File: config.mk
export PLATFORM = sky130hd
export DESIGN_NAME = rssi_range_sel
export DESIGN_NICKNAME = d
export VERILOG_FILES = /design/src/rtl/rssi_sel_pkg.sv /design/src/rtl/rssi_range_ctrl.sv /design/src/rtl/rssi_value_path.sv /design/src/rtl/rssi_range_sel.sv
export SDC_FILE = /design/constraint.sdc
export NUM_CORES = 1
export LEC_CHECK = 0
export ABC_CLOCK_PERIOD_IN_PS = 5200
export CORE_AREA = 2 2 80 82
export CTS_CLUSTER_SIZE = 14
export DETAILED_ROUTE_END_ITERATION = 6
export DIE_AREA = 0 0 82 84
export HOLD_SLACK_MARGIN = 0.12
export PLACE_DENSITY = 0.78
export RECOVER_POWER = 50
export SYNTH_ARGS = -nofsm -noshare
export SYNTH_HDL_FRONTEND = slang
export SYNTH_HIERARCHICAL = 1
export SYNTH_SLANG_ARGS = --single-unit
File: constraint.sdc
create_clock -name clk -period 5.2 [get_ports clk]
set_input_delay 1.04 -clock clk [delete_from_list [all_inputs] [get_ports clk]]
set_output_delay 1.04 -clock clk [all_outputs]
set_load 0.02 [all_outputs]
File: src/rtl/rssi_sel_pkg.sv
package rssi_sel_pkg;

    localparam int RES_W   = 16;
    localparam int SHIFT_W = 3;
    localparam logic [RES_W-1:0] RES_FULL = {RES_W{1'b1}};

    typedef logic [RES_W-1:0]   res_t;
    typedef logic [SHIFT_W-1:0] shift_t;

    typedef enum logic [1:0] {
        MODE_AUTO_ALT = 2'b00,
        MODE_FINE     = 2'b01,
        MODE_COARSE   = 2'b10,
        MODE_AUTO     = 2'b11
    } range_mode_e;

    typedef enum logic {
        RNG_FINE   = 1'b0,
        RNG_COARSE = 1'b1
    } range_e;

    typedef struct packed {
        range_e rng;
        res_t   value;
    } report_t;

    function automatic res_t sat_sub(input res_t a, input res_t b);
        return (a > b) ? res_t'(a - b) : '0;
    endfunction

    function automatic logic is_auto(input range_mode_e m);
        return (m == MODE_AUTO) || (m == MODE_AUTO_ALT);
    endfunction

endpackage

File: src/rtl/rssi_range_ctrl.sv
module rssi_range_ctrl
    import rssi_sel_pkg::*;
#(
    parameter res_t HYST = res_t'(256)
) (
    input  logic        clk,
    input  logic        rst,
    input  logic        sample_valid,
    input  range_mode_e mode,
    input  res_t        fine_raw,
    input  res_t        coarse_raw,
    input  res_t        xover,
    output range_e      range_sel
);

    range_e rng_q;
    res_t   drop_thr;

    always_comb begin
        drop_thr  = sat_sub(xover, HYST);
        range_sel = rng_q;
        unique case (mode)
            MODE_FINE:   range_sel = RNG_FINE;
            MODE_COARSE: range_sel = RNG_COARSE;
            default: begin
                if (rng_q == RNG_FINE)
                    range_sel = (fine_raw == RES_FULL) ? RNG_COARSE : RNG_FINE;
                else
                    range_sel = (coarse_raw < drop_thr) ? RNG_FINE : RNG_COARSE;
            end
        endcase
    end

    always_ff @(posedge clk) begin
        if (rst)
            rng_q <= RNG_FINE;
        else if (sample_valid)
            rng_q <= range_sel;
    end

    // a saturated fine sample in automatic mode must leave fine range
    a_r4_up_on_full: assert property (@(posedge clk) disable iff (rst)
        (sample_valid && is_auto(mode) && rng_q == RNG_FINE && fine_raw == RES_FULL)
        |=> (rng_q == RNG_COARSE));

    // inside the hysteresis band coarse range is kept
    a_r5_band_holds: assert property (@(posedge clk) disable iff (rst)
        (sample_valid && is_auto(mode) && rng_q == RNG_COARSE && coarse_raw >= drop_thr)
        |=> (rng_q == RNG_COARSE));

endmodule

File: src/rtl/rssi_value_path.sv
module rssi_value_path
    import rssi_sel_pkg::*;
(
    input  range_e  range_sel,
    input  res_t    fine_raw,
    input  res_t    coarse_raw,
    input  res_t    xover,
    input  logic    clamp_en,
    input  shift_t  rshift,
    output report_t report
);

    res_t picked;
    res_t stage [0:SHIFT_W];

    always_comb begin
        if (range_sel == RNG_COARSE)
            picked = (clamp_en && coarse_raw < xover) ? xover : coarse_raw;
        else
            picked = fine_raw;
    end

    assign stage[0] = picked;

    generate
        for (genvar g = 0; g < SHIFT_W; g++) begin : g_shift
            assign stage[g+1] = rshift[g] ? (stage[g] >> (1 << g)) : stage[g];
        end
    endgenerate

    assign report.rng   = range_sel;
    assign report.value = stage[SHIFT_W];

    // a clamped coarse value never sits below the crossover
    always_comb begin
        a_r6_clamp_floor: assert (!(range_sel == RNG_COARSE && clamp_en) || picked >= xover);
    end

endmodule

File: src/rtl/rssi_range_sel.sv
module rssi_range_sel
    import rssi_sel_pkg::*;
#(
    parameter res_t HYST = res_t'(256)
) (
    input  logic        clk,
    input  logic        rst,
    input  logic        sample_valid,
    input  logic [15:0] fine_raw,
    input  logic [15:0] coarse_raw,
    input  logic [15:0] xover,
    input  logic        clamp_en,
    input  logic [1:0]  mode,
    input  logic [2:0]  rshift,
    output logic [15:0] result,
    output logic        coarse_used,
    output logic        result_valid
);

    range_e      range_sel;
    report_t     report;
    range_mode_e mode_e;

    assign mode_e = range_mode_e'(mode);

    rssi_range_ctrl #(.HYST(HYST)) u_ctrl (
        .clk          (clk),
        .rst          (rst),
        .sample_valid (sample_valid),
        .mode         (mode_e),
        .fine_raw     (fine_raw),
        .coarse_raw   (coarse_raw),
        .xover        (xover),
        .range_sel    (range_sel)
    );

    rssi_value_path u_path (
        .range_sel  (range_sel),
        .fine_raw   (fine_raw),
        .coarse_raw (coarse_raw),
        .xover      (xover),
        .clamp_en   (clamp_en),
        .rshift     (rshift),
        .report     (report)
    );

    always_ff @(posedge clk) begin
        if (rst) begin
            result       <= '0;
            coarse_used  <= 1'b0;
            result_valid <= 1'b0;
        end else begin
            result_valid <= sample_valid;
            if (sample_valid) begin
                result      <= report.value;
                coarse_used <= (report.rng == RNG_COARSE);
            end
        end
    end

    // strobe only after a sample
    a_r2_strobe_follows: assert property (@(posedge clk) disable iff (rst)
        result_valid |-> $past(sample_valid));

    // outputs hold without a sample
    a_r2_hold: assert property (@(posedge clk) disable iff (rst)
        !sample_valid |=> ($stable(result) && $stable(coarse_used)));

    // forced fine reports fine
    a_r3_forced_fine: assert property (@(posedge clk) disable iff (rst)
        (sample_valid && mode == 2'b01) |=> !coarse_used);

    // forced coarse reports coarse
    a_r3_forced_coarse: assert property (@(posedge clk) disable iff (rst)
        (sample_valid && mode == 2'b10) |=> coarse_used);

    // the shifted result fits under the shifted full scale
    a_r7_shift_bound: assert property (@(posedge clk) disable iff (rst)
        sample_valid |=> (result <= (RES_FULL >> $past(rshift))));

endmodule

# == Word-level counts from Yosys, hierarchy flattened ==
# Cells that the tools add are included.
# word_totals
reg_bits,18
latch_bits,0
ramBits,0
rom_bits,0
output_inout_bits,18
mem_count,0
# op_classes
addsub,1
mul,0
div,0
magnitude_cmp,3
n_eq_ne,3
shift,0
n_mux,10
n_bitwise,0
reduce_logical,1
# op_table
operator,n
16-bit 2-to-1 mux,6
16-bit < comparator,2
"16-bit equality test, second input constant",1
"16-bit by 9-bit greater-than comparator with 1-bit output, second input constant",1
"16-bit by 9-bit subtractor with 16-bit output, second input constant",1
1-bit 2-to-1 mux,3
"2-bit by 1-bit equality test with 1-bit output, second input constant",1
"2-bit equality test, second input constant",1
1-bit one-hot mux with 2 select lines,1
1-bit logical AND,1

# == Longest topological paths before layout ==
# depth
depth_word,10
mapped_depth,21
mapped_depth_nobuf,19

# == Cells and area by module ==
# The synthesis kept the hierarchy.
# modules_own_cells
mod,n_inst,cells_each,area_each_um2,seq_area_each_um2
rssi_value_path,1,209,1441.4,0.0
rssi_range_ctrl,1,92,693.2,20.0
rssi_range_sel,1,57,641.9,360.3

# == Least setup slack after synthesis ==
# OpenSTA, ideal clock, no wires.
# synth_path
kind,in2reg
from,input port xover[9]
to,register result[9]
setup_ns,0.117
arrival_ns,4.528
slack_ns,0.555
stages,20
path_cell_list,inv_1 > ha_1 > nand3b_1 > nor4_2 > o211ai_1 > buf_4 > nand2_1 > ha_1 > and4_1 > o2111ai_1 > o211ai_1 > o2bb2ai_1 > clkbuf_1 > clkbuf_1 > o31ai_2 > a21oi_1 > o32ai_1 > mux4_2 > mux2i_1 > nor2_1
# synth_rtl
item,line_no,source
"start, declared",rssi_range_sel.sv:11,"input logic [15:0] xover,"
"end signal, assigned",rssi_range_sel.sv:55,result <= report.value;
"end, declared",rssi_range_sel.sv:15,"output logic [15:0] result,"

==> results.toml <==
[sta]
min_period_ns = 4.93
min_period_over_period_pct = 94.8
rsz0062_at_grt = "false"
worst_pin_slew_ns = 1.13
drv_slew = 0
max_freq_mhz = 203
hold_violations = 0
whs_ns = 0.492
setup_viol = 0
clock_skew_ns = 0.00131
relSlewSlack_pct = 24.6

[place]
place_inst = 505
io_buffers = 74
dpl.hpwl_microns = 7010
place_congestion = 0.946

[global_routing]
grt.overflow.total = 0
grt_pass1_vias = 2982
grt_pass1_wl_microns = 14200
antenna_found_initial = 0
grt_usage_pct = 25.7
grt_max_degree = 31

[synthesis]
synthArstFlopShare_pct = 0
synth_edf_count = 0
synth-seq-cells = 19
synth_warnings = 6
synth_cell_type_count = 63
syn_area_per_cell_sq_um = 7.76
synth_common_cells = "nor2_1 (37), ha_1 (33), nand2_1 (29), inv_1 (28), a21oi_1 (24)"
ys_top_cells_by_area = "ha_1 (15%), dfxtp_1 (14%), mux2i_1 (6.8%), nor2_1 (5.0%), a21oi_1 (4.3%)"
syn_area_sq_um = 2780
ys_seq_area_share_pct = 13.7
syn_nets = 448
synthFlopType = "dfxtp_1"
synthCells = 358
yosysMostFrequentCell = "nor2_1"
yosys.area.top_type_share_pct = 14.9
yosysTopAreaCell = "ha_1"

[floorplanning]
core_sq_um = 6100
rows = 29
ios = 75
fp.dieH_microns = 84
die_x_microns = 82
die_area_sq_um = 6890
start_util_pct = 45.5

[critical_path]
cp-end-kind = "register"
critPathSlowestCell = "clkdlybuf4s50_1"
critPathKind = "in2reg"
cp-start-kind = "input pin"
crit-reg2reg-launch = "u_ctrl/rng_q"
cp_top_family = "compound AO/OA/AOI/OAI gates"
crit_chain = "clkdlybuf4s50_1 > inv_1 > ha_1 > o211ai_1 > buf_4 > nand2_1 > ha_1 > nand4_1 > a31oi_1 > a2111oi_2 > buf_4 > o2bb2ai_2 > buf_12 > o31ai_1 > a21oi_1 > o32a_2 > inv_1 > mux4_2 > mux2i_1 > nor2_1"
cp_max_fo = 30
cp.required_ns = 5.33
crit_arrival_ns = 5.06
slowest_delay_ns = 0.55
cp_num_buf_inv = 6
startpoint = "xover[8]"

[drt]
routed-wl-met3_microns = 725
drt_iter0_markers = 377
wl_per_cell_microns = 17.3
top_layer_used = "met4"
drc_errors = 0
vias_per_cell = 6.22
finalWirelength_microns = 8790
drt_pass1_iterations = 5
num_vias = 3168
ant_nets = 0
wl_met1_microns = 3700
met2_length_microns = 4310

[clock_network]
root_buffer = "clkbuf_8"
cts_htree_levels = 1
cts_tree = "done"
cts_buffer_depth = 2
cts_buffers = 3
numClockSinks = 19
clkTransAtPathRegs_ns = 0.07
clock_latency_ns = 0.26

[final_layout]
areaGrowthSynthToFinish_pct = 33.6
layout.nets = 523
seqCellArea_sq_um = 380
diodes = 0
drive_above_1_share_pct = 10.6
multi_input_area_sq_um = 2210
layout.cells.non_filler = 509
n_fill_cell = 559

[power]
vdd_ir_drop_max_uv = 131
leakage_nw = 1.64
finalPower_w = 0.000596
power.density_nw_per_um2 = 161

[hold_path]
worstHoldPathType = "reg2reg"
holdCritStartpoint = "result[11]"

[run_status]
status = "finished clean"

[job]
maxCapViolations = 0
==> worst paths after layout <==
check / endpoint / slack, ns / depth (start not counted)
max reg2reg: result[9] / 2.51 / 12
min: result[11] / 0.49 / 2
max: result[9] / 0.27 / 20
min reg2reg: result[11] / 0.49 / 2
==> metal layers <==
metal	GRT usage, %	up-vias
met5	0	-
met4	5.15	0
met3	4.11	11
met2	42.1	183
met1	35.2	1471
li1	-	1503
==> layout make-up <==
| type | instances | share of cell area (%) |
|---|---|---|
| Clock inverter | 1 | 0.135 |
| Inverter | 30 | 3.04 |
| Sequential cell | 19 | 10.3 |
| Timing Repair Buffer | 89 | 23.3 |
| Multi-Input combinational cell | 290 | 59.5 |
| Clock buffer | 3 | 1.11 |
| Tap cell | 77 | 2.60 |
==> worst min-delay path, cell delays in order (launching register included) <==
cell     delay (ns)
dfxtp_1        0.33
mux2i_1        0.06
nor2_1         0.07
==> through the flow <==
stage               setup TNS [ns]  area (sq um)  util (%)  worst slack [ns]
floorplan                        0          2780         -             0.555
global placement                 0          3630      59.6             0.114
detailed placement          -0.336          3630      59.6           -0.0726
CTS                              0          3680      60.3             0.174
global route                     0          3710      60.9            0.0131
finish                           0          3710      60.9             0.269
==> timing repair <==
item                                    CTS  global route
endpoints found under the setup margin    0            12
hold buffers                              0             0
gates resized for setup                   0             7
buffers inserted                          0             0
==> power by group <==
| group | internal, W | leakage, nW | switching, W |
|---|---|---|---|
| Sequential | 0.000157 | 0.156 | 0.00000635 |
| Combinational | 0.000153 | 1.46 | 0.000175 |
| Clock | 0.0000534 | 0.0255 | 0.0000516 |
| Total | 0.000363 | 1.64 | 0.000233 |
==> sequential cells by signal, summed over array words and instances, names as in the netlist <==
signal        count
coarse_used       1
result_valid      1
result           16
u_ctrl/rng_q      1
==> kinds of logic after synthesis <==
logic type | share of synthesized area [%]
DFF | 13.7
buffers and inverters | 8.11
AOI/OAI and AO/OA | 29.9
adders and majority gates | 14.9
muxes | 11.3
xor gates and xnor gates | 1.58
and+or+nand+nor | 20.5
==> layout by cell type, fill, tap and decap left out, drive strengths merged, types with 3 or more instances in the layout <==
master         instances
a211oi                 7
a21oi                 24
a311oi                 3
a31oi                  8
buf                   15
clkbuf                 3
clkdlybuf4s50         56
dfxtp                 19
dlygate4sd3           18
ha                    33
inv                   29
mux2                   3
mux2i                 19
mux4                   4
nand2                 30
nand2b                 6
nand3                  7
nand4                 10
nor2                  37
nor3                   6
nor4                   7
o211a                  4
o211ai                 3
o21ai                 23
o22ai                  3
o2bb2ai                6
o31ai                  6
o32a                   3
xnor2                  3
No activity file was read; power rests on OpenSTA's default activity.
